--- src/rtl/scanirq_pkg.sv ---
package scanirq_pkg;
    typedef enum logic {
        SRC_SCANLINE = 1'b0,
        SRC_CYCLE    = 1'b1
    } src_e;
endpackage

--- src/rtl/scanirq_a12_filter.sv ---
module scanirq_a12_filter #(
    parameter int LOW_MIN = 3
) (
    input  logic clk,
    input  logic rst_n,
    input  logic m2_tick,
    input  logic a12,
    output logic line_tick
);
    localparam int LW = $clog2(LOW_MIN + 1);

    typedef struct packed {
        logic          a12;
        logic [LW-1:0] low_cnt;
        logic          pulse;
    } filt_t;

    filt_t q, d;

    always_comb begin
        d = q;
        d.a12 = a12;
        // a rising edge only counts after a long enough low stretch
        d.pulse = a12 && !q.a12 && (q.low_cnt >= LW'(LOW_MIN));
        if (a12) begin
            d.low_cnt = '0;
        end else if (m2_tick && (q.low_cnt < LW'(LOW_MIN))) begin
            d.low_cnt = q.low_cnt + LW'(1);
        end
    end

    always_ff @(posedge clk) begin
        if (!rst_n) q <= '0;
        else        q <= d;
    end

    assign line_tick = q.pulse;

    a_r4_pulse_with_high: assert property (@(posedge clk) disable iff (!rst_n)
        q.pulse |-> q.a12);
    a_r4_pulse_single: assert property (@(posedge clk) disable iff (!rst_n)
        q.pulse |=> !q.pulse);
endmodule

--- src/rtl/scanirq_prescaler.sv ---
module scanirq_prescaler #(
    parameter int DIV = 4
) (
    input  logic clk,
    input  logic rst_n,
    input  logic clear,
    input  logic m2_tick,
    output logic cyc_tick
);
    localparam int PW = (DIV > 1) ? $clog2(DIV) : 1;

    typedef struct packed {
        logic [PW-1:0] cnt;
        logic          tick;
    } pre_t;

    pre_t q, d;

    always_comb begin
        d = q;
        d.tick = 1'b0;
        if (clear) begin
            d.cnt = '0;
        end else if (m2_tick) begin
            if (q.cnt == PW'(DIV - 1)) begin
                d.cnt  = '0;
                d.tick = 1'b1;
            end else begin
                d.cnt = q.cnt + PW'(1);
            end
        end
    end

    always_ff @(posedge clk) begin
        if (!rst_n) q <= '0;
        else        q <= d;
    end

    assign cyc_tick = q.tick;

    a_r5_tick_spaced: assert property (@(posedge clk) disable iff (!rst_n)
        q.tick |=> !q.tick);
endmodule

--- src/rtl/scanirq_core.sv ---
module scanirq_core
    import scanirq_pkg::*;
#(
    parameter int CNT_W = 8
) (
    input  logic             clk,
    input  logic             rst_n,
    input  logic [CNT_W-1:0] wdata,
    input  logic             wr_val,
    input  logic             wr_src,
    input  logic             wr_ack,
    input  logic             wr_en,
    input  logic             line_tick,
    input  logic             cyc_tick,
    output logic             irq
);
    typedef struct packed {
        logic [CNT_W-1:0] cnt;
        logic [CNT_W-1:0] reload;
        logic             pend;
        logic             en;
        logic             irq;
        src_e             src;
    } core_t;

    core_t q, d;
    logic  tick;

    assign tick = (q.src == SRC_CYCLE) ? cyc_tick : line_tick;

    always_comb begin
        d = q;
        if (tick) begin
            if ((q.cnt == '0) || q.pend) begin
                d.cnt  = q.reload;
                d.pend = 1'b0;
            end else begin
                d.cnt = q.cnt - CNT_W'(1);
            end
            if ((d.cnt == '0) && q.en) d.irq = 1'b1;
        end
        // writes take precedence over a same-cycle counter clock
        if (wr_val) d.reload = wdata;
        if (wr_src) begin
            d.pend = 1'b1;
            d.src  = src_e'(wdata[0]);
        end
        if (wr_ack) begin
            d.irq = 1'b0;
            d.en  = 1'b0;
        end
        if (wr_en) d.en = 1'b1;
    end

    always_ff @(posedge clk) begin
        if (!rst_n) q <= '0;
        else        q <= d;
    end

    assign irq = q.irq;

    a_r7_irq_held: assert property (@(posedge clk) disable iff (!rst_n)
        (q.irq && !wr_ack) |=> q.irq);
    a_r8_ack_clears: assert property (@(posedge clk) disable iff (!rst_n)
        wr_ack |=> !q.irq);
    a_r6_rise_at_zero: assert property (@(posedge clk) disable iff (!rst_n)
        $rose(q.irq) |-> (q.cnt == '0));
    a_r9_rise_needs_enable: assert property (@(posedge clk) disable iff (!rst_n)
        $rose(q.irq) |-> $past(q.en));
    a_r3_armed_load: assert property (@(posedge clk) disable iff (!rst_n)
        (q.pend && tick && !wr_src) |=> (q.cnt == $past(q.reload)));
endmodule

--- src/rtl/scanirq_counter.sv ---
module scanirq_counter #(
    parameter int CNT_W   = 8,
    parameter int LOW_MIN = 3,
    parameter int DIV     = 4
) (
    input  logic             clk,
    input  logic             rst_n,
    input  logic [CNT_W-1:0] cpu_data,
    input  logic             wr_reload_val,
    input  logic             wr_src_reload,
    input  logic             wr_ack,
    input  logic             wr_enable,
    input  logic             m2,
    input  logic             a12,
    output logic             irq_n
);
    typedef struct packed {
        logic m2;
    } top_t;

    top_t q, d;
    logic m2_tick;
    logic line_tick;
    logic cyc_tick;
    logic irq;

    always_comb begin
        d = q;
        d.m2 = m2;
    end

    always_ff @(posedge clk) begin
        if (!rst_n) q <= '0;
        else        q <= d;
    end

    assign m2_tick = m2 && !q.m2;

    scanirq_a12_filter #(.LOW_MIN(LOW_MIN)) u_filter (
        .clk(clk), .rst_n(rst_n), .m2_tick(m2_tick), .a12(a12),
        .line_tick(line_tick)
    );

    scanirq_prescaler #(.DIV(DIV)) u_prescale (
        .clk(clk), .rst_n(rst_n), .clear(wr_src_reload), .m2_tick(m2_tick),
        .cyc_tick(cyc_tick)
    );

    scanirq_core #(.CNT_W(CNT_W)) u_core (
        .clk(clk), .rst_n(rst_n), .wdata(cpu_data),
        .wr_val(wr_reload_val), .wr_src(wr_src_reload),
        .wr_ack(wr_ack), .wr_en(wr_enable),
        .line_tick(line_tick), .cyc_tick(cyc_tick), .irq(irq)
    );

    assign irq_n = ~irq;
endmodule

--- config.mk ---
export PLATFORM = sky130hd
export DESIGN_NAME = scanirq_counter
export DESIGN_NICKNAME = d
export VERILOG_FILES = /design/src/rtl/scanirq_pkg.sv /design/src/rtl/scanirq_a12_filter.sv /design/src/rtl/scanirq_prescaler.sv /design/src/rtl/scanirq_core.sv /design/src/rtl/scanirq_counter.sv
export SDC_FILE = /design/constraint.sdc
export NUM_CORES = 1
export LEC_CHECK = 0
export BUFFER_PORTS_ARGS = -buffer_cell sky130_fd_sc_hd__buf_2
export CORE_ASPECT_RATIO = 1.1
export CORE_MARGIN = 4
export CORE_UTILIZATION = 57
export CTS_CLUSTER_DIAMETER = 120
export DETAILED_ROUTE_END_ITERATION = 12
export HOLD_SLACK_MARGIN = 0.03
export PLACE_DENSITY = 0.87
export SLEW_MARGIN = 10
export SYNTH_ARGS = -nofsm -noshare
export SYNTH_HDL_FRONTEND = slang
export SYNTH_HIERARCHICAL = 1
export SYNTH_SLANG_ARGS = --single-unit
--- constraint.sdc ---
create_clock -name clk -period 2.6 [get_ports clk]
set_clock_uncertainty 0.15 [all_clocks]
set_input_delay 0.39 -clock clk [delete_from_list [all_inputs] [get_ports clk]]
set_output_delay 0.39 -clock clk [all_outputs]
set_load 0.02 [all_outputs]
# == Word-level counts from Yosys, hierarchy flattened ==
# Cells that the tools add are included.
# classes
n_eq_ne,1
bitwise_logic,3
mul,0
div,0
n_reduce_logical,19
add_sub_neg,3
n_lt_le_gt_ge,2
shift,0
muxes,12
# op_table
op,count
zero test 8 bit,2
2-to-1 mux 8 bit,2
2-to-1 mux 1 bit,8
subtractor 8 x 1 -> 8 bit (second input constant),1
nonzero test 2 bit,3
OR reduction 2 bit,3
logical AND 1 bit,5
adder 2 x 1 -> 2 bit (second input constant),2
2-to-1 mux 2 bit,2
AND reduction 2 bit,2
inverter 1 bit,3
OR reduction 3 bit,1
equality test 2 bit (second input constant),1
greater-or-equal comparator 2 bit (second input constant),1
zero test 1 bit,2
less-than comparator 2 bit (second input constant),1
logical OR 1 bit,1
# totals
n_memories,0
ramBits,0
wordCells,52
output_inout_bits,1
rom_bits,0
ff_bits,28
latch_bits,0

# == Longest topological paths before layout ==
# logic_depth
ltp_word,10
depth_mapped,8
mapped_depth_nobuf,7

# == Cells and area by module ==
# The synthesis kept the hierarchy.
# modules_own_cells
module,cells_per_inst,n_inst,area_each_um2
scanirq_core,134,1,1178.6
scanirq_a12_filter,13,1,155.1
scanirq_prescaler,12,1,123.9
scanirq_counter,4,1,43.8

# == Worst setup path before layout ==
# Ideal clock, no wire load.
# synth_timing
path_kind,reg2reg
startpoint,reg u_core/q[12] (netlist bit)
endpoint,"reg u_core.q, in the netlist u_core/irq"
arrival_time_ns,1.781
path_stages_with_launch,8
setup_time_ns,0.084
path_buffers,0
setup_slack_ns,0.585
path_cell_list,dfxtp_1 -> inv_1 -> ha_1 -> nor3b_4 -> a21oi_4 -> or3_1 -> a211o_1 -> o31ai_2
# synth_via
elab_chain_len,7
elab_cells_between_ends,8
# synth_lines
item,line_no,text
"start, declared",scanirq_core.sv:26,"core_t q, d;"
"start signal, assigned",scanirq_core.sv:56,if (!rst_n) q <= '0;
"start signal, assigned",scanirq_core.sv:57,else q <= d;
"parallel branches: the longest is 2 deep, another holds subtractor 8 x 1 -> 8 bit",n/a,
2-to-1 mux 8 bit (*),scanirq_core.sv:34,if ((q.cnt == '0) || q.pend) begin
2-to-1 mux 8 bit (*),scanirq_core.sv:33,if (tick) begin
zero test 8 bit (*),scanirq_core.sv:40,if ((d.cnt == '0) && q.en) d.irq = 1'b1;
logical AND 1 bit (*),scanirq_core.sv:40,
AND reduction 2 bit (no source line) (*),n/a,
# Every way passes the cells marked *. The select of a mux whose other input is x is not followed.
# A chain may end at the register's enable or synchronous reset.

# == Final worst setup path ==
# Same ends and word-level chain as after synthesis.

==> metrics <==
DRC=0; Max Slew Vio Count=0; clock tree buffer depth=2; MaxCap Viol Count=0; sequential area share after synthesis=37.3%; routed wire length=3040 microns; Iteration-0 DRC Markers=57; Port Buf Inserts=16; number of global-route vias before repair=1124; EDFF count, synth=0; Leak=0.637 nW; Min-Delay Path Class=input port to flop; area leader, netlist=dfxtp_1; final setup TNS=0 ps; Mapped Area=1500 sq um; vias per cell=5.83; Crit path arrival time=2310 ps; clk_lat worst skew=330 ps; cts repair resizes=0; Synth top area share=37.3%; final period utilization=84.6%; dominant synthesized flop cell=dfxtp_1; grt ovf=0; Largest stage delay, worst path=390 ps; Setup Buffers After CTS=0; syn nets=183; Avg Cell Area, Syn=9.21 sq um; layout cells sized above 1=18.2%; final net count=197; Top Ports=17; Pwr Total=735 uW; 1st-pass router iterations=4; Synth cell types=47; Max VDD drop=336 uV; Final min period=2200 ps; vias=1206; critical path's slowest cell=dfxtp_1; worst reg-to-reg path cell count=7; Setup CP Type=flop to flop; die height=61.8 microns; Rows=19; Ant. Diodes=0; Routability Congestion=0.855; Reg clk slew, reported paths=140 ps; FMAX=0.454 GHz; Worst Setup End Kind=flop; yosys warns=6; critical path peak fanout=10; RSZ-0062 raised after global routing=false; initial antenna violation count=0; Rel. slew slack=68.8%; CTS H-tree lvls=1; startpoint types=flop; largest net degree at the start of global routing=26; fraction of registers with async set or reset after synthesis=0%; CTS tree=built; wire per inst=14.7 microns; Clock Sinks=28; Num CTS Buffers=3; synth-to-layout area growth=8.08%; status=finished, final reports clean; PwrDens=453 nW/um^2; WHS Path Cells=2; Cell Chain, Critical Path=inv_1 > ha_1 > nor3b_4 > a21oi_4 > or3_1 > a211o_1 > o31ai_2; Die X-Extent=56.9 microns; Final setup viols=0; Worst Tran Pin Value=455 ps; Initial Util=59.6%; Synth area leaders=dfxtp_1 (37%), mux2i_1 (8.7%), nor2b_1 (5.8%); full die area=3520 sq um; hold buffer count at CTS=0; Final ANT Viol Nets=0; Synth Register Bits=28; Core Region=2520 sq um; CP Data Required Time=2710 ps; final number of hold-violating endpoints=0; first-pass GRT wire length=4950 microns; post-synthesis cell count=163; CTS root buf=clkbuf_4; dpl hpwl=2230 microns; Total GRT Usage=18.0%
==> kinds of logic after synthesis <==
logic type                 synth area share (%)
AOI/OAI and AO/OA                          17.5
xor gates and xnor gates                   1.17
adders and majority gates                  3.33
buffers and inverters                      4.00
DFF                                        37.3
muxes                                      9.42
and+or+nand+nor                            27.2
==> report_power, final <==
group	switching [mW]	internal (mW)	leakage [nW]
logic	0.0298	0.0363	0.387
registers	0.0128	0.443	0.229
clock network	0.127	0.0858	0.0210
total	0.170	0.565	0.637
==> final timing paths <==
check,start,slack [ps],end
setup reg to reg,u_core/q[12],400,u_core/irq
hold reg to reg,u_core/irq,370,u_core/irq
setup / recovery,u_core/q[12],400,u_core/irq
hold / removal,wr_enable,110,u_core/q[2]
==> final cells by class <==
cell class	instances	area (sq um)
clock buffers	4	36.3
multi-input cells	122	881
inverters	5	18.8
fillers	209	897
well taps	31	38.8
flip-flops and latches	28	561
repair buffers	17	87.6
==> synth_stat cells (all sizes together), types with 2 or more instances <==
cell     n
dfxtp   28
nor2b   16
mux2i   13
nand2   12
nor2    11
a21oi    7
clkbuf   6
inv      5
nor3     5
o21a     5
a21boi   4
and2     4
ha       4
o21ai    4
a31oi    3
nand2b   3
nand3    3
nor4     3
a21o     2
buf      2
nand3b   2
nor3b    2
o31ai    2
xnor2    2
==> layer usage <==
layer	wire length (microns)	part of all wire, %	track usage, %	vias to the layer above
met4	52	1.7	7.62	0
met1	1290	42	20.1	545
met3	175	5.8	2.48	8
met2	1520	50	34.7	56
li1	-	-	-	597
met5	0	0	0	-
==> critical path, delay by kind of cell, from the launching register on <==
family,cells,cell delay (ps)
AO/OA/AOI/OAI,3,650
buffers and inverters,1,100
flip-flops,1,390
adder cells (fa/ha/maj),1,190
AND/OR/NAND/NOR,2,660
==> state kept, by name (all words and copies together), names as in the netlist <==
register,count
u_core/q,19
u_core/irq,1
u_prescale/cyc_tick,1
u_prescale/q,2
u_filter/q,3
q,1
u_filter/line_tick,1
==> metrics by stage <==
stage	utilization [%]	hold slack [ps]	worst slack (ps)	cell area [sq um]	std cells
floorplan	-	315	585	1500	163
global placement	63.0	329	508	1590	203
detailed placement	63.0	349	439	1590	203
CTS	64.4	110	411	1620	207
global route	64.4	115	271	1620	207
finish	64.4	113	400	1620	207
==> cells in the final DEF (no fill, tap or decap), drive strengths merged, types with 3 or more instances in the layout <==
master	n
mux2i	13
ha	4
buf	17
nor3	5
nor2	11
clkbuf	4
o21ai	4
a21boi	4
and2	4
nor2b	16
nand2	12
o21a	5
a21oi	7
nand3	3
nand2b	3
nor4	3
a31oi	3
dfxtp	28
inv	5
No activity file was read; power rests on OpenSTA's default activity.
